[src/rtl/sat_pkg.sv]
`timescale 1ns/1ps
package sat_pkg;
  typedef enum logic [3:0] {
    OP_SADD    = 4'd0,
    OP_SADD_FL = 4'd1,
    OP_SSUB    = 4'd2,
    OP_SDBL    = 4'd3,
    OP_UADD    = 4'd4,
    OP_USUB    = 4'd5,
    OP_SCLAMP  = 4'd6,
    OP_UCLAMP  = 4'd7,
    OP_SCLAMP2 = 4'd8,
    OP_UCLAMP2 = 4'd9
  } sat_op_e;
endpackage

[src/rtl/sat_addsub.sv]
`timescale 1ns/1ps
module sat_addsub
  import sat_pkg::*;
#(
  parameter int W = 32
) (
  input  logic [W-1:0] a,
  input  logic [W-1:0] b,
  input  sat_op_e      op,
  output logic [W-1:0] res,
  output logic         hit
);
  localparam logic [W-1:0] SMAX    = {1'b0, {(W-1){1'b1}}};
  localparam logic [W-1:0] SMIN    = {1'b1, {(W-1){1'b0}}};
  localparam logic [W-1:0] QTR_POS = {2'b01, {(W-2){1'b0}}};
  localparam logic [W-1:0] QTR_NEG = {2'b11, {(W-2){1'b0}}};

  logic [W:0]   sum_x, dif_x;
  logic         ovf_add, ovf_sub, dbl_hi, dbl_lo;
  logic [W-1:0] by_sign;

  always_comb begin
    sum_x   = {1'b0, a} + {1'b0, b};
    dif_x   = {1'b0, a} - {1'b0, b};
    ovf_add = (a[W-1] == b[W-1]) && (sum_x[W-1] != a[W-1]);
    ovf_sub = (a[W-1] != b[W-1]) && (dif_x[W-1] != a[W-1]);
    by_sign = a[W-1] ? SMIN : SMAX;
    dbl_hi  = $signed(a) >= $signed(QTR_POS);
    dbl_lo  = $signed(a) <= $signed(QTR_NEG);
    res     = '0;
    hit     = 1'b0;
    case (op)
      OP_SADD: begin
        hit = ovf_add;
        res = ovf_add ? by_sign : sum_x[W-1:0];
      end
      OP_SADD_FL: begin
        hit = ovf_add;
        res = sum_x[W-1:0];
      end
      OP_SSUB: begin
        hit = ovf_sub;
        res = ovf_sub ? by_sign : dif_x[W-1:0];
      end
      OP_SDBL: begin
        hit = dbl_hi || dbl_lo;
        if (dbl_hi)      res = SMAX;
        else if (dbl_lo) res = SMIN;
        else             res = {a[W-2:0], 1'b0};
      end
      OP_UADD: begin
        hit = sum_x[W];
        res = sum_x[W] ? {W{1'b1}} : sum_x[W-1:0];
      end
      OP_USUB: begin
        hit = dif_x[W];
        res = dif_x[W] ? '0 : dif_x[W-1:0];
      end
      default: begin
        res = '0;
        hit = 1'b0;
      end
    endcase
  end
endmodule

[src/rtl/sat_lane_clamp.sv]
`timescale 1ns/1ps
module sat_lane_clamp #(
  parameter int LW = 32,
  localparam int NW = $clog2(LW)
) (
  input  logic [LW-1:0] val,
  input  logic [NW-1:0] n,
  input  logic          sgn,
  output logic [LW-1:0] res,
  output logic          hit
);
  logic [LW-1:0]        mask;
  logic signed [LW-1:0] top;
  logic                 above, below;

  always_comb begin
    mask  = ~({LW{1'b1}} << n);
    top   = $signed(val) >>> n;
    above = !top[LW-1] && (|top);
    below = top[LW-1] && !(&top);
    res   = val;
    hit   = 1'b0;
    if (sgn) begin
      if (above) begin
        res = mask;
        hit = 1'b1;
      end else if (below) begin
        res = ~mask;
        hit = 1'b1;
      end
    end else begin
      if (val[LW-1]) begin
        res = '0;
        hit = 1'b1;
      end else if (|(val & ~mask)) begin
        res = mask;
        hit = 1'b1;
      end
    end
  end
endmodule

[src/rtl/sat_arith_unit.sv]
`timescale 1ns/1ps
module sat_arith_unit
  import sat_pkg::*;
#(
  parameter int DATA_W = 32,
  localparam int SHW = $clog2(DATA_W),
  localparam int LW  = DATA_W / 2,
  localparam int LNW = $clog2(LW)
) (
  input  logic              clk,
  input  logic              rst_n,
  input  logic              op_valid,
  input  logic [3:0]        op_code,
  input  logic [DATA_W-1:0] opnd_a,
  input  logic [DATA_W-1:0] opnd_b,
  input  logic [SHW-1:0]    sat_width,
  input  logic              flag_clear,
  output logic [DATA_W-1:0] result,
  output logic              sticky_flag
);
  localparam logic [DATA_W-1:0] SMAX = {1'b0, {(DATA_W-1){1'b1}}};

  sat_op_e           op;
  logic [DATA_W-1:0] as_res, full_res;
  logic              as_hit, full_hit, any_hit;
  logic [LW-1:0]     lane_res [2];
  logic [1:0]        lane_hit;

  assign op = sat_op_e'(op_code);

  sat_addsub #(.W(DATA_W)) u_addsub (
    .a(opnd_a), .b(opnd_b), .op(op), .res(as_res), .hit(as_hit)
  );

  sat_lane_clamp #(.LW(DATA_W)) u_full (
    .val(opnd_a), .n(sat_width), .sgn(op == OP_SCLAMP),
    .res(full_res), .hit(full_hit)
  );

  for (genvar g = 0; g < 2; g++) begin : g_lane
    sat_lane_clamp #(.LW(LW)) u_lane (
      .val(opnd_a[g*LW +: LW]), .n(sat_width[LNW-1:0]),
      .sgn(op == OP_SCLAMP2), .res(lane_res[g]), .hit(lane_hit[g])
    );
  end

  always_comb begin
    case (op)
      OP_SCLAMP, OP_UCLAMP: begin
        result  = full_res;
        any_hit = full_hit;
      end
      OP_SCLAMP2, OP_UCLAMP2: begin
        result  = {lane_res[1], lane_res[0]};
        any_hit = |lane_hit;
      end
      default: begin
        result  = as_res;
        any_hit = as_hit;
      end
    endcase
  end

  always_ff @(posedge clk or negedge rst_n) begin
    if (!rst_n)                  sticky_flag <= 1'b0;
    else if (flag_clear)         sticky_flag <= 1'b0;
    else if (op_valid && any_hit) sticky_flag <= 1'b1;
  end

  // Flag register behaviour
  assert_clear_wins_R9: assert property (@(posedge clk) disable iff (!rst_n)
    flag_clear |=> !sticky_flag);
  assert_idle_holds_R9: assert property (@(posedge clk) disable iff (!rst_n)
    (!flag_clear && !op_valid) |=> $stable(sticky_flag));
  assert_never_drops_R9: assert property (@(posedge clk) disable iff (!rst_n)
    (sticky_flag && !flag_clear) |=> sticky_flag);

  // Result relations at the ports
  assert_usub_floor_R5: assert property (@(posedge clk) disable iff (!rst_n)
    (op_code == OP_USUB && opnd_b > opnd_a) |-> result == '0);
  assert_dbl_ceiling_R4: assert property (@(posedge clk) disable iff (!rst_n)
    (op_code == OP_SDBL && !opnd_a[DATA_W-1] && opnd_a[DATA_W-2]) |-> result == SMAX);
  assert_uclamp_neg_R7: assert property (@(posedge clk) disable iff (!rst_n)
    (op_code == OP_UCLAMP && opnd_a[DATA_W-1]) |-> result == '0);
  assert_spare_op_R11: assert property (@(posedge clk) disable iff (!rst_n)
    (op_code >= 4'd10) |-> result == '0);
endmodule

[config.mk]
export PLATFORM = sky130hd
export DESIGN_NAME = sat_arith_unit
export DESIGN_NICKNAME = d
export VERILOG_FILES = /design/src/rtl/sat_pkg.sv /design/src/rtl/sat_addsub.sv /design/src/rtl/sat_lane_clamp.sv /design/src/rtl/sat_arith_unit.sv
export SDC_FILE = /design/constraint.sdc
export NUM_CORES = 1
export LEC_CHECK = 0
export BUFFER_PORTS_ARGS = -buffer_cell sky130_fd_sc_hd__buf_2
export CAP_MARGIN = 25
export CELL_PAD_IN_SITES_DETAIL_PLACEMENT = 1
export CELL_PAD_IN_SITES_GLOBAL_PLACEMENT = 2
export CORE_UTILIZATION = 35
export CTS_CLUSTER_DIAMETER = 50
export CTS_CLUSTER_SIZE = 10
export DETAILED_ROUTE_END_ITERATION = 10
export GPL_TIMING_DRIVEN = 0
export PLACE_DENSITY_LB_ADDON = 0.2
export SLEW_MARGIN = 20
export SYNTH_ARGS = -nofsm -noshare
export SYNTH_HDL_FRONTEND = slang
export SYNTH_SLANG_ARGS = --single-unit
[constraint.sdc]
create_clock -name clk -period 6.5 [get_ports clk]
set_input_delay 0.65 -clock clk [delete_from_list [all_inputs] [get_ports clk]]
set_output_delay 0.65 -clock clk [all_outputs]
set_load 0.01 [all_outputs]
==> impl_metrics.yaml <==
placed_design:
  pre_cts_ws_ps: -2200
  placed_cells: 2129
  portBuffers: 107
  hpwl_mm: 58.2
  place.gp.congestion: 1.07
critical_path:
  crit_path_end_kind: "output pin"
  r2r_cells: 3
  start_kind: "primary input"
  cpMaxStageDelayCell: "o31ai_1"
  max_stage_delay_ps: 740
  crit_chain: "buf_2, clkbuf_1, mux2i_1, mux2_2, o31ai_1, a311oi_1, nor4bb_1, nand3b_1, o21ai_0, o211ai_1, a211oi_1, o2111ai_1, buf_2"
  critPathKind: "in2out"
  r2r_slack_ps: 5480
  cp_top_family: "compound AO/OA/AOI/OAI gates"
  worstSetupStartpoint: "opnd_a[29]"
  rr_endpoint: "sticky_flag"
  worstPathRequired_ps: 5850
  path_max_fanout: 10
  crit_top_cell: "buf_2"
  timing.rr.start: "sticky_flag"
  arrival_ps: 5980
  cp_num_buf_inv: 3
floorplanning:
  start_util_pct: 36.0
  die_h_um: 180
  dieWidth_um: 180
  rows: 64
  io_pins: 110
  core_um2: 30900
  die_area_um2: 32500
layout:
  final_cells: 2129
  multi_input_area_um2: 10300
  layout.nets: 1877
  area_growth_pct: 12.3
  top_register: "sticky_flag"
  layout_commonest_cell: "nor2_1"
  fillers: 4043
  top_regs: "sticky_flag (1)"
  seqCellArea_um2: 25.0
  largest_reg_flops: 1
  layout_common_cells: "165 x nor2_1, 130 x buf_2, 123 x nand2_1"
  drive_gt1_share_pct: 19.0
timing:
  hold-worst-slack_ps: 424
  setup_viol: 5
  setup_ws_ps: -126
  hold_viol_final: 0
  timing.fmax_mhz: 151
  clock_skew_ps: 0
  finalCritPeriodShare_pct: 102
  timing.final.crit_period_ps: 6630
  slew_viol_final: 0
  worst_pin_slew_ps: 1160
  tns_ps: -271
  max_slew_margin_pct: 22.0
route:
  firstDrtPassIters: 5
  antenna_left: 0
  wl_per_cell_um: 34.4
  drt_iter0_drc: 2078
  vias_per_cell: 7.29
  num_vias: 15500
  totalWireLength_mm: 73.3
  drc: 0
synth:
  synthAdderAreaFrac_pct: 7.74
  synth_enable_flop_cells: 0
  ys_seq_area_share_pct: 0.225
  synthFlopType: "dfrtp_1"
  synth_top_family_by_area: "compound AO/OA/AOI/OAI gates"
  synth_cell_types: 95
  synth-simple-area-share_pct: 24.8
  yosysWarningCount: 0
  synth_cells: 1624
  synth_compound_area_share_pct: 34.8
  synth.avg_cell_area_um2: 6.85
  synth_area_um2: 11100
  syn_nets: 1768
  synth-xor-area-share_pct: 2.91
  ys_seq_elements: 1
  async_reset_ff_share_pct: 100
  synth_mux_area_share_pct: 19.8
clock_tree:
  clk_latency_ps: 0
  clk_pin_slew_worst_paths_ps: 0
  cts_hold_buf: 0
grt:
  grt-ovfl-total: 0
  grt_max_degree: 13
  grt_pass1_vias: 14700
  grt_first_pass_wirelength_mm: 105
  grt_use_total_pct: 43.4
  antenna_found_initial: 5
pwr:
  total_power_w: 0.00125
  power_density_nw_per_um2: 100
  peakVddDrop_mv: 0.0583
  power.leakage_nw: 4.94
outcome:
  violations: "negative setup slack"
  status: "finished with violations"
run:
  drv_cap: 0
min_path:
  hold_path.class: "in2async"
-- cell type report --
cell class	count	share of cell area, %
Tap cell	396	3.97
Multi-Input combinational cell	1380	82.1
Inverter	89	2.68
Timing Repair Buffer	115	4.81
Antenna cell	2	0.0401
Buffer	146	6.16
Sequential cell	1	0.200
-- cells by family after synthesis --
group / after synthesis
simple gates: 561
compound gates: 553
buf+inv: 243
mux: 162
fa+ha+maj: 67
xor+xnor: 37
flops: 1
-- Yosys cell counts (9+ instances only) --
cell type | n | area share, %
or2_2 | 18 | 1.0
o31ai_1 | 14 | 0.95
o21bai_1 | 16 | 1.1
a211oi_1 | 31 | 2.1
nand4_1 | 23 | 1.3
buf_6 | 13 | 1.3
nor2b_1 | 22 | 1.2
nor4_1 | 20 | 1.1
o221ai_1 | 15 | 1.2
a21o_1 | 11 | 0.74
a221o_1 | 12 | 1.1
inv_1 | 87 | 2.9
nand2b_1 | 19 | 1.1
nand3_1 | 43 | 1.9
a22oi_1 | 13 | 0.88
o21a_1 | 11 | 0.74
mux2_2 | 38 | 3.8
o21ai_0 | 91 | 4.1
o2111ai_1 | 9 | 0.71
a31oi_1 | 17 | 0.96
xnor2_1 | 29 | 2.3
mux2i_1 | 81 | 7.3
buf_2 | 26 | 1.2
a21oi_1 | 120 | 5.4
nor3_1 | 55 | 2.5
nand2_1 | 123 | 4.2
nor2_1 | 165 | 5.6
or3_1 | 13 | 0.73
o211ai_1 | 32 | 2.2
o22ai_1 | 25 | 1.4
and2_1 | 15 | 0.84
a221oi_1 | 30 | 2.4
mux4_2 | 36 | 7.3
ha_1 | 64 | 7.2
or4_1 | 14 | 0.95
clkbuf_1 | 101 | 3.4
-- power by group --
group	switching [W]	internal, W	leakage (nW)	total [W]
Combinational	0.000819	0.000423	4.93	0.00124
Clock	0	0.0000000000196	0.0000127	0.0000000000196
Sequential	0.000000368	0.00000680	0.0135	0.00000717
Total	0.000820	0.000429	4.94	0.00125
-- worst max path at each step --
stage                       to  slack, ps  cells after the start
global route        result[16]        -60                     25
CTS                 result[16]         10                     24
global placement    result[14]      -2100                     25
detailed placement  result[14]      -2200                     25
finish              result[30]       -130                     13
floorplan           result[25]        800                     23
-- through the flow --
stage | cell area, um^2 | utilization, %
after global placement | 12100 | 39.3
final | 12500 | 40.4
after CTS | 12300 | 39.9
after global routing | 12500 | 40.4
after floorplan | 11100 | -
after detailed placement | 12200 | 39.4
-- routing by layer --
layer  global-route usage (%)  vias to the layer above  part of all wire (%)
met4                     21.8                        6                   6.5
met3                     12.1                      277                    13
met2                     64.9                     1230                    41
met1                     56.7                     7583                    40
met5                        0                        -                 0.052
li1                         -                     6415                     -
-- repair_timing --
item / 4_1_cts / 5_1_grt
setup buffers: 3 / 3
pin swaps: 3 / 8
endpoints found under the setup margin: 30 / 25
gates cloned: 0 / 0
resized for setup: 44 / 37
(Power assumes the default switching activity.)
